==> src/rtl/gpio_blink_pkg.sv <==
package gpio_blink_pkg;
  localparam int NSETS = 2;

  localparam int OFS_OUT      = 'h00;
  localparam int OFS_BLINK_EN = 'h08;
  localparam int OFS_SEL      = 'h20;
  localparam int OFS_SET_BASE = 'h40;
  localparam int SET_STRIDE   = 8;
  localparam int OFS_ON       = 0;
  localparam int OFS_OFF      = 4;

  typedef enum logic {PH_LOW = 1'b0, PH_HIGH = 1'b1} phase_e;
endpackage

==> src/rtl/gpio_blink_regs.sv <==
module gpio_blink_regs
  import gpio_blink_pkg::*;
#(
  parameter int NPINS  = 32,
  parameter int DUR_W  = 32,
  parameter int DATA_W = 32,
  parameter int ADDR_W = 8
) (
  input  logic                         clk,
  input  logic                         rst,
  input  logic                         wr_en,
  input  logic [ADDR_W-1:0]            wr_addr,
  input  logic [DATA_W-1:0]            wr_data,
  output logic [NPINS-1:0]             out_q,
  output logic [NPINS-1:0]             en_q,
  output logic [NPINS-1:0]             sel_q,
  output logic [NSETS-1:0][DUR_W-1:0]  on_q,
  output logic [NSETS-1:0][DUR_W-1:0]  off_q,
  output logic [NSETS-1:0]             restart_q
);
  localparam logic [ADDR_W-1:0] A_OUT = ADDR_W'(OFS_OUT);
  localparam logic [ADDR_W-1:0] A_EN  = ADDR_W'(OFS_BLINK_EN);
  localparam logic [ADDR_W-1:0] A_SEL = ADDR_W'(OFS_SEL);

  always_ff @(posedge clk) begin
    if (rst) begin
      out_q <= '0;
      en_q  <= '0;
      sel_q <= '0;
    end else if (wr_en) begin
      if (wr_addr == A_OUT) out_q <= wr_data[NPINS-1:0];
      if (wr_addr == A_EN)  en_q  <= wr_data[NPINS-1:0];
      if (wr_addr == A_SEL) sel_q <= wr_data[NPINS-1:0];
    end
  end

  for (genvar k = 0; k < NSETS; k++) begin : g_set
    localparam logic [ADDR_W-1:0] A_ON  = ADDR_W'(OFS_SET_BASE + k*SET_STRIDE + OFS_ON);
    localparam logic [ADDR_W-1:0] A_OFF = ADDR_W'(OFS_SET_BASE + k*SET_STRIDE + OFS_OFF);
    logic [DUR_W-1:0] on_r, off_r;
    logic             rs_r;
    logic             hit_on, hit_off;

    assign hit_on  = wr_en && (wr_addr == A_ON);
    assign hit_off = wr_en && (wr_addr == A_OFF);

    always_ff @(posedge clk) begin
      if (rst) begin
        on_r  <= DUR_W'(1);
        off_r <= DUR_W'(1);
        rs_r  <= 1'b0;
      end else begin
        rs_r <= hit_on || hit_off;
        if (hit_on)  on_r  <= wr_data[DUR_W-1:0];
        if (hit_off) off_r <= wr_data[DUR_W-1:0];
      end
    end

    assign on_q[k]      = on_r;
    assign off_q[k]     = off_r;
    assign restart_q[k] = rs_r;
  end
endmodule

==> src/rtl/gpio_blink_timer.sv <==
module gpio_blink_timer
  import gpio_blink_pkg::*;
#(
  parameter int DUR_W = 32
) (
  input  logic             clk,
  input  logic             rst,
  input  logic             restart,
  input  logic [DUR_W-1:0] on_dur,
  input  logic [DUR_W-1:0] off_dur,
  output logic             phase_o
);
  logic [DUR_W-1:0] on_eff, off_eff, left_q;
  phase_e           ph_q;

  assign on_eff  = (on_dur  == '0) ? DUR_W'(1) : on_dur;
  assign off_eff = (off_dur == '0) ? DUR_W'(1) : off_dur;

  always_ff @(posedge clk) begin
    if (rst) begin
      ph_q   <= PH_HIGH;
      left_q <= DUR_W'(1);
    end else if (restart) begin
      ph_q   <= PH_HIGH;
      left_q <= on_eff;
    end else if (left_q == DUR_W'(1)) begin
      if (ph_q == PH_HIGH) begin
        ph_q   <= PH_LOW;
        left_q <= off_eff;
      end else begin
        ph_q   <= PH_HIGH;
        left_q <= on_eff;
      end
    end else begin
      left_q <= left_q - DUR_W'(1);
    end
  end

  assign phase_o = (ph_q == PH_HIGH);
endmodule

==> src/rtl/gpio_blink_pinmux.sv <==
module gpio_blink_pinmux
  import gpio_blink_pkg::*;
#(
  parameter int NPINS = 32
) (
  input  logic             clk,
  input  logic             rst,
  input  logic [NPINS-1:0] out_q,
  input  logic [NPINS-1:0] en_q,
  input  logic [NPINS-1:0] sel_q,
  input  logic [NSETS-1:0] phase,
  output logic [NPINS-1:0] pin_o
);
  for (genvar i = 0; i < NPINS; i++) begin : g_pin
    logic p_q;
    always_ff @(posedge clk) begin
      if (rst)           p_q <= 1'b0;
      else if (en_q[i])  p_q <= phase[sel_q[i]];
      else               p_q <= out_q[i];
    end
    assign pin_o[i] = p_q;
  end
endmodule

==> src/rtl/gpio_blink_gen.sv <==
module gpio_blink_gen
  import gpio_blink_pkg::*;
#(
  parameter int NPINS  = 32,
  parameter int DUR_W  = 32,
  parameter int DATA_W = 32,
  parameter int ADDR_W = 8
) (
  input  logic              clk,
  input  logic              rst,
  input  logic              wr_en,
  input  logic [ADDR_W-1:0] wr_addr,
  input  logic [DATA_W-1:0] wr_data,
  output logic [NPINS-1:0]  pin_o
);
  logic [NPINS-1:0]            out_q, en_q, sel_q;
  logic [NSETS-1:0][DUR_W-1:0] on_q, off_q;
  logic [NSETS-1:0]            restart;
  logic [NSETS-1:0]            phase;

  gpio_blink_regs #(
    .NPINS(NPINS), .DUR_W(DUR_W), .DATA_W(DATA_W), .ADDR_W(ADDR_W)
  ) u_regs (
    .clk(clk), .rst(rst), .wr_en(wr_en), .wr_addr(wr_addr), .wr_data(wr_data),
    .out_q(out_q), .en_q(en_q), .sel_q(sel_q),
    .on_q(on_q), .off_q(off_q), .restart_q(restart)
  );

  for (genvar k = 0; k < NSETS; k++) begin : g_tmr
    gpio_blink_timer #(.DUR_W(DUR_W)) u_tmr (
      .clk(clk), .rst(rst), .restart(restart[k]),
      .on_dur(on_q[k]), .off_dur(off_q[k]), .phase_o(phase[k])
    );
  end

  gpio_blink_pinmux #(.NPINS(NPINS)) u_mux (
    .clk(clk), .rst(rst), .out_q(out_q), .en_q(en_q), .sel_q(sel_q),
    .phase(phase), .pin_o(pin_o)
  );
endmodule

==> config.mk <==
export PLATFORM = sky130hd
export DESIGN_NAME = gpio_blink_gen
export DESIGN_NICKNAME = d
export VERILOG_FILES = /design/src/rtl/gpio_blink_pkg.sv /design/src/rtl/gpio_blink_regs.sv /design/src/rtl/gpio_blink_timer.sv /design/src/rtl/gpio_blink_pinmux.sv /design/src/rtl/gpio_blink_gen.sv
export SDC_FILE = /design/constraint.sdc
export NUM_CORES = 1
export LEC_CHECK = 0
export BUFFER_PORTS_ARGS = -buffer_cell sky130_fd_sc_hd__buf_2
export CAP_MARGIN = 20
export CELL_PAD_IN_SITES_DETAIL_PLACEMENT = 1
export CELL_PAD_IN_SITES_GLOBAL_PLACEMENT = 1
export CORE_ASPECT_RATIO = 0.9
export CORE_MARGIN = 8
export CORE_UTILIZATION = 39
export CTS_CLUSTER_SIZE = 12
export DETAILED_ROUTE_END_ITERATION = 10
export PLACE_DENSITY_LB_ADDON = 0.1
export SLEW_MARGIN = 10
export SYNTH_ARGS = -nofsm -noshare
export SYNTH_HDL_FRONTEND = slang
export SYNTH_SLANG_ARGS = --single-unit
==> constraint.sdc <==
create_clock -name clk -period 3 [get_ports clk]
set_input_delay 0.3 -clock clk [delete_from_list [all_inputs] [get_ports clk]]
set_output_delay 0.3 -clock clk [all_outputs]
set_load 0.1 [all_outputs]
==> summary.md <==
| Metric | Value |
|---|---|
| Pre-antenna DRT Iters | `7` |
| FF+latch count, synth | `324` |
| Post-DP HPWL | `31200 um` |
| Setup TNS | `0 ns` |
| Max Root-Sink Buffers | `3` |
| Most frequent cells in the layout | `nand2_1, dfxtp_1, a21oi_1` |
| Reg clk slew, reported paths | `0.06 ns` |
| Setup-failing EPs final | `0` |
| Via density | `5.56` |
| Worst Setup Start Kind | `flop` |
| Sequential cell area | `6490 sq um` |
| Worst setup EP type | `flop` |
| GRT Total Usage | `21.8%` |
| Number of global-route vias before repair | `12700` |
| Initial Utilization | `39.7%` |
| Peak supply drop | `506 uV` |
| Util after Layout | `45.1%` |
| Slew Limit Fails | `0` |
| Wirelength per Cell | `21.1 um` |
| Multiplexer area fraction after synthesis | `4.66%` |
| Antenna violations before repair | `0` |
| Clock tree sinks | `324` |
| Synth warnings | `0` |
| GPL Wtd Cong | `0.840` |
| Fmax | `359 MHz` |
| Core area | `35200 sq um` |
| Worst-Margin Slew | `0.979 ns` |
| Crit path time final | `2.79 ns` |
| Die X | `216 um` |
| EDFF count, synth | `0` |
| I/O pins | `75` |
| TritonCTS clock tree | `yes` |
| Xor/xnor share of the synthesized area | `2.88%` |
| Final Hold Fails | `0` |
| Synth Area in Compound Gates | `15.4%` |
| Setup WS pre-CTS | `0.172 ns` |
| Dominant synthesized flop cell | `dfxtp_1` |
| Share of cells above drive strength 1 | `11.4%` |
| CTS buffer count | `37` |
| IO Port Bufs | `74` |
| Adder-Cell Fraction of Synth Area | `0.358%` |
| Max FO, Critical Path | `11` |
| Final ANT Viol Nets | `0` |
| Clk Latency, worst-skew pair | `0.53 ns` |
| Die height | `196 um` |
| Most common cell after layout, fill and taps aside | `nand2_1` |
| Fin worst setup slack | `0.215 ns` |
| Post-Synthesis Net Count | `1781` |
| CTS root buffer | `clkbuf_16` |
| Rel. slew slack | `34.5%` |
| Sequential-to-total area share from yosys stat | `46.4%` |
| Synth cell types | `70` |
| Fillers | `4218` |
| CP Class | `flop to flop` |
| Critical path's slowest cell | `or4_1` |
| Detailed-route via count | `12500` |
| Site Rows | `65` |
| Drt drc | `0` |
| Post-synthesis simple-gate area fraction | `24.8%` |
| First DRT Iteration DRCs | `727` |
| Largest net degree at the start of global routing | `164` |
| Footprint of the multi-input gates | `6760 sq um` |
| Fraction of registers with async set/reset | `0%` |
| Largest family of logic cells by synthesized area | `simple AND/OR/NAND/NOR gates` |
| Htree depth | `2` |
| NumNets Final | `1796` |
| Final period utilization | `92.8%` |
| Worst-path cell chain | `or3_1, or4_1, nor4_2, nor2_1, buf_4, o221a_2` |
| Ant. Diodes | `0` |
| Total power | `12.9 mW` |
| Final Skew | `0.0148 ns` |
| Total grt overflow | `0` |
| Hold Crit Class | `primary input to flop` |
| Outcome | `finished clean` |
| Post-Synthesis Cells | `1734` |
| Max-cap violations | `0` |
| RSZ-0062 raised after global routing | `no` |
| Main area contributors after synthesis | `dfxtp_1, nand2_1, a21oi_1` |
| LEAKAGE | `5.55 nW` |
| Die area | `42200 sq um` |
| Crit-path max cell delay | `0.63 ns` |
| Area Growth Syn to Fin | `13.6%` |
| Worst Path Required | `3.41 ns` |
| Total Wirelength | `47300 um` |
| Global-route wire length before repair | `73600 um` |
| Synth top area share | `46.4%` |
| Mapped Area | `14000 sq um` |
| Synthesized area per cell | `8.06 sq um` |
| WP data arrival | `3.20 ns` |
| Yosys top cell by area | `dfxtp_1` |
| Power density over cell area | `814 nW/um^2` |
==> state kept, by name, summed over array words and instances, names as in the netlist <==
register,count
u_regs.g_set.off_r,64
u_mux.g_pin.p_q,32
u_regs.sel_q,32
g_tmr.u_tmr.left_q,64
u_regs.en_q,32
g_tmr.u_tmr.phase_o,2
u_regs.out_q,32
u_regs.g_set.rs_r,2
u_regs.g_set.on_r,64
==> Yosys cell counts, types with 6 or more instances <==
| master | number |
|---|---|
| nor3_1 | 42 |
| dfxtp_1 | 324 |
| mux2i_1 | 64 |
| nand3_1 | 21 |
| or3_1 | 20 |
| a221oi_1 | 6 |
| o21ai_0 | 20 |
| a31oi_1 | 6 |
| buf_2 | 10 |
| nor4_1 | 51 |
| nor3b_1 | 7 |
| nor2_1 | 142 |
| a211oi_1 | 40 |
| a21oi_1 | 237 |
| nor2b_1 | 9 |
| inv_1 | 18 |
| o22ai_1 | 10 |
| nand2_1 | 416 |
| nand3b_1 | 10 |
| xnor2_1 | 25 |
| or4_1 | 11 |
| nand4_1 | 14 |
| clkbuf_1 | 88 |
| buf_4 | 36 |
| xor2_1 | 21 |
==> where the power goes <==
| part | total [mW] | internal [mW] | switching, mW |
|---|---|---|---|
| registers | 4.88 | 4.58 | 0.296 |
| logic | 3.56 | 1.39 | 2.17 |
| clock network | 4.50 | 2.67 | 1.82 |
==> area by class of cell <==
class,instances,area share (%)
Timing Repair Buffer,117,4.82
Clock buffer,61,7.42
Clock inverter,4,0.166
Multi-Input combinational cell,1250,42.6
Inverter,19,0.449
Sequential cell,324,40.9
Tap cell,469,3.70
==> worst max-delay path, delay by kind of cell (launching register included) <==
family | cells | cell delay (ns)
AND/OR/NAND/NOR | 4 | 1.75
flip-flops | 1 | 0.36
buffers and inverters | 1 | 0.29
AO/OA/AOI/OAI | 1 | 0.26
==> cells by family (layout without fill, tap and decap cells) <==
| logic type | count (synthesis) | after routing |
|---|---|---|
| flops | 324 | 324 |
| mux | 65 | 65 |
| buf+inv | 160 | 201 |
| xor+xnor | 46 | 46 |
| fa+ha+maj | 4 | 4 |
| simple gates | 770 | 770 |
| compound gates | 365 | 365 |
==> metrics by stage <==
stage	area, sq um	instances	hold WS, ns
2_1_floorplan	14000	1734	0.436
3_3_place_gp	14700	2179	0.443
3_5_place_dp	14700	2179	0.450
4_1_cts	15900	2244	0.106
5_1_grt	15900	2244	0.125
6_report	15900	2244	0.138
==> path summary, 6_finish.rpt <==
| check | cells after the start | to | slack [ns] | startpoint |
|---|---|---|---|---|
| max | 6 | g_tmr[0].u_tmr.left_q[11] | 0.21 | g_tmr[0].u_tmr.left_q[20] |
| min | 3 | u_regs.g_set[1].off_r[8] | 0.14 | wr_data[8] |
| max reg2reg | 6 | g_tmr[0].u_tmr.left_q[11] | 0.21 | g_tmr[0].u_tmr.left_q[20] |
| min reg2reg | 2 | u_regs.out_q[11] | 0.45 | u_regs.out_q[11] |
==> what timing repair did <==
| item | CTS | global route |
|---|---|---|
| buffers inserted | 0 | 0 |
| hold buffers | 0 | 0 |
| resized for setup | 0 | 3 |
| setup endpoints to repair | 0 | 4 |
==> metal layers <==
metal | up-vias | wire [um] | part of all wire [%] | track usage (%)
met1 | 6183 | 22200 | 47 | 28.7
met3 | 77 | 1650 | 3.5 | 3.04
met4 | 0 | 1640 | 3.5 | 8.01
met5 | - | 0 | 0 | 0
li1 | 5996 | - | - | -
met2 | 218 | 21800 | 46 | 36.1
(Power assumes the default switching activity.)
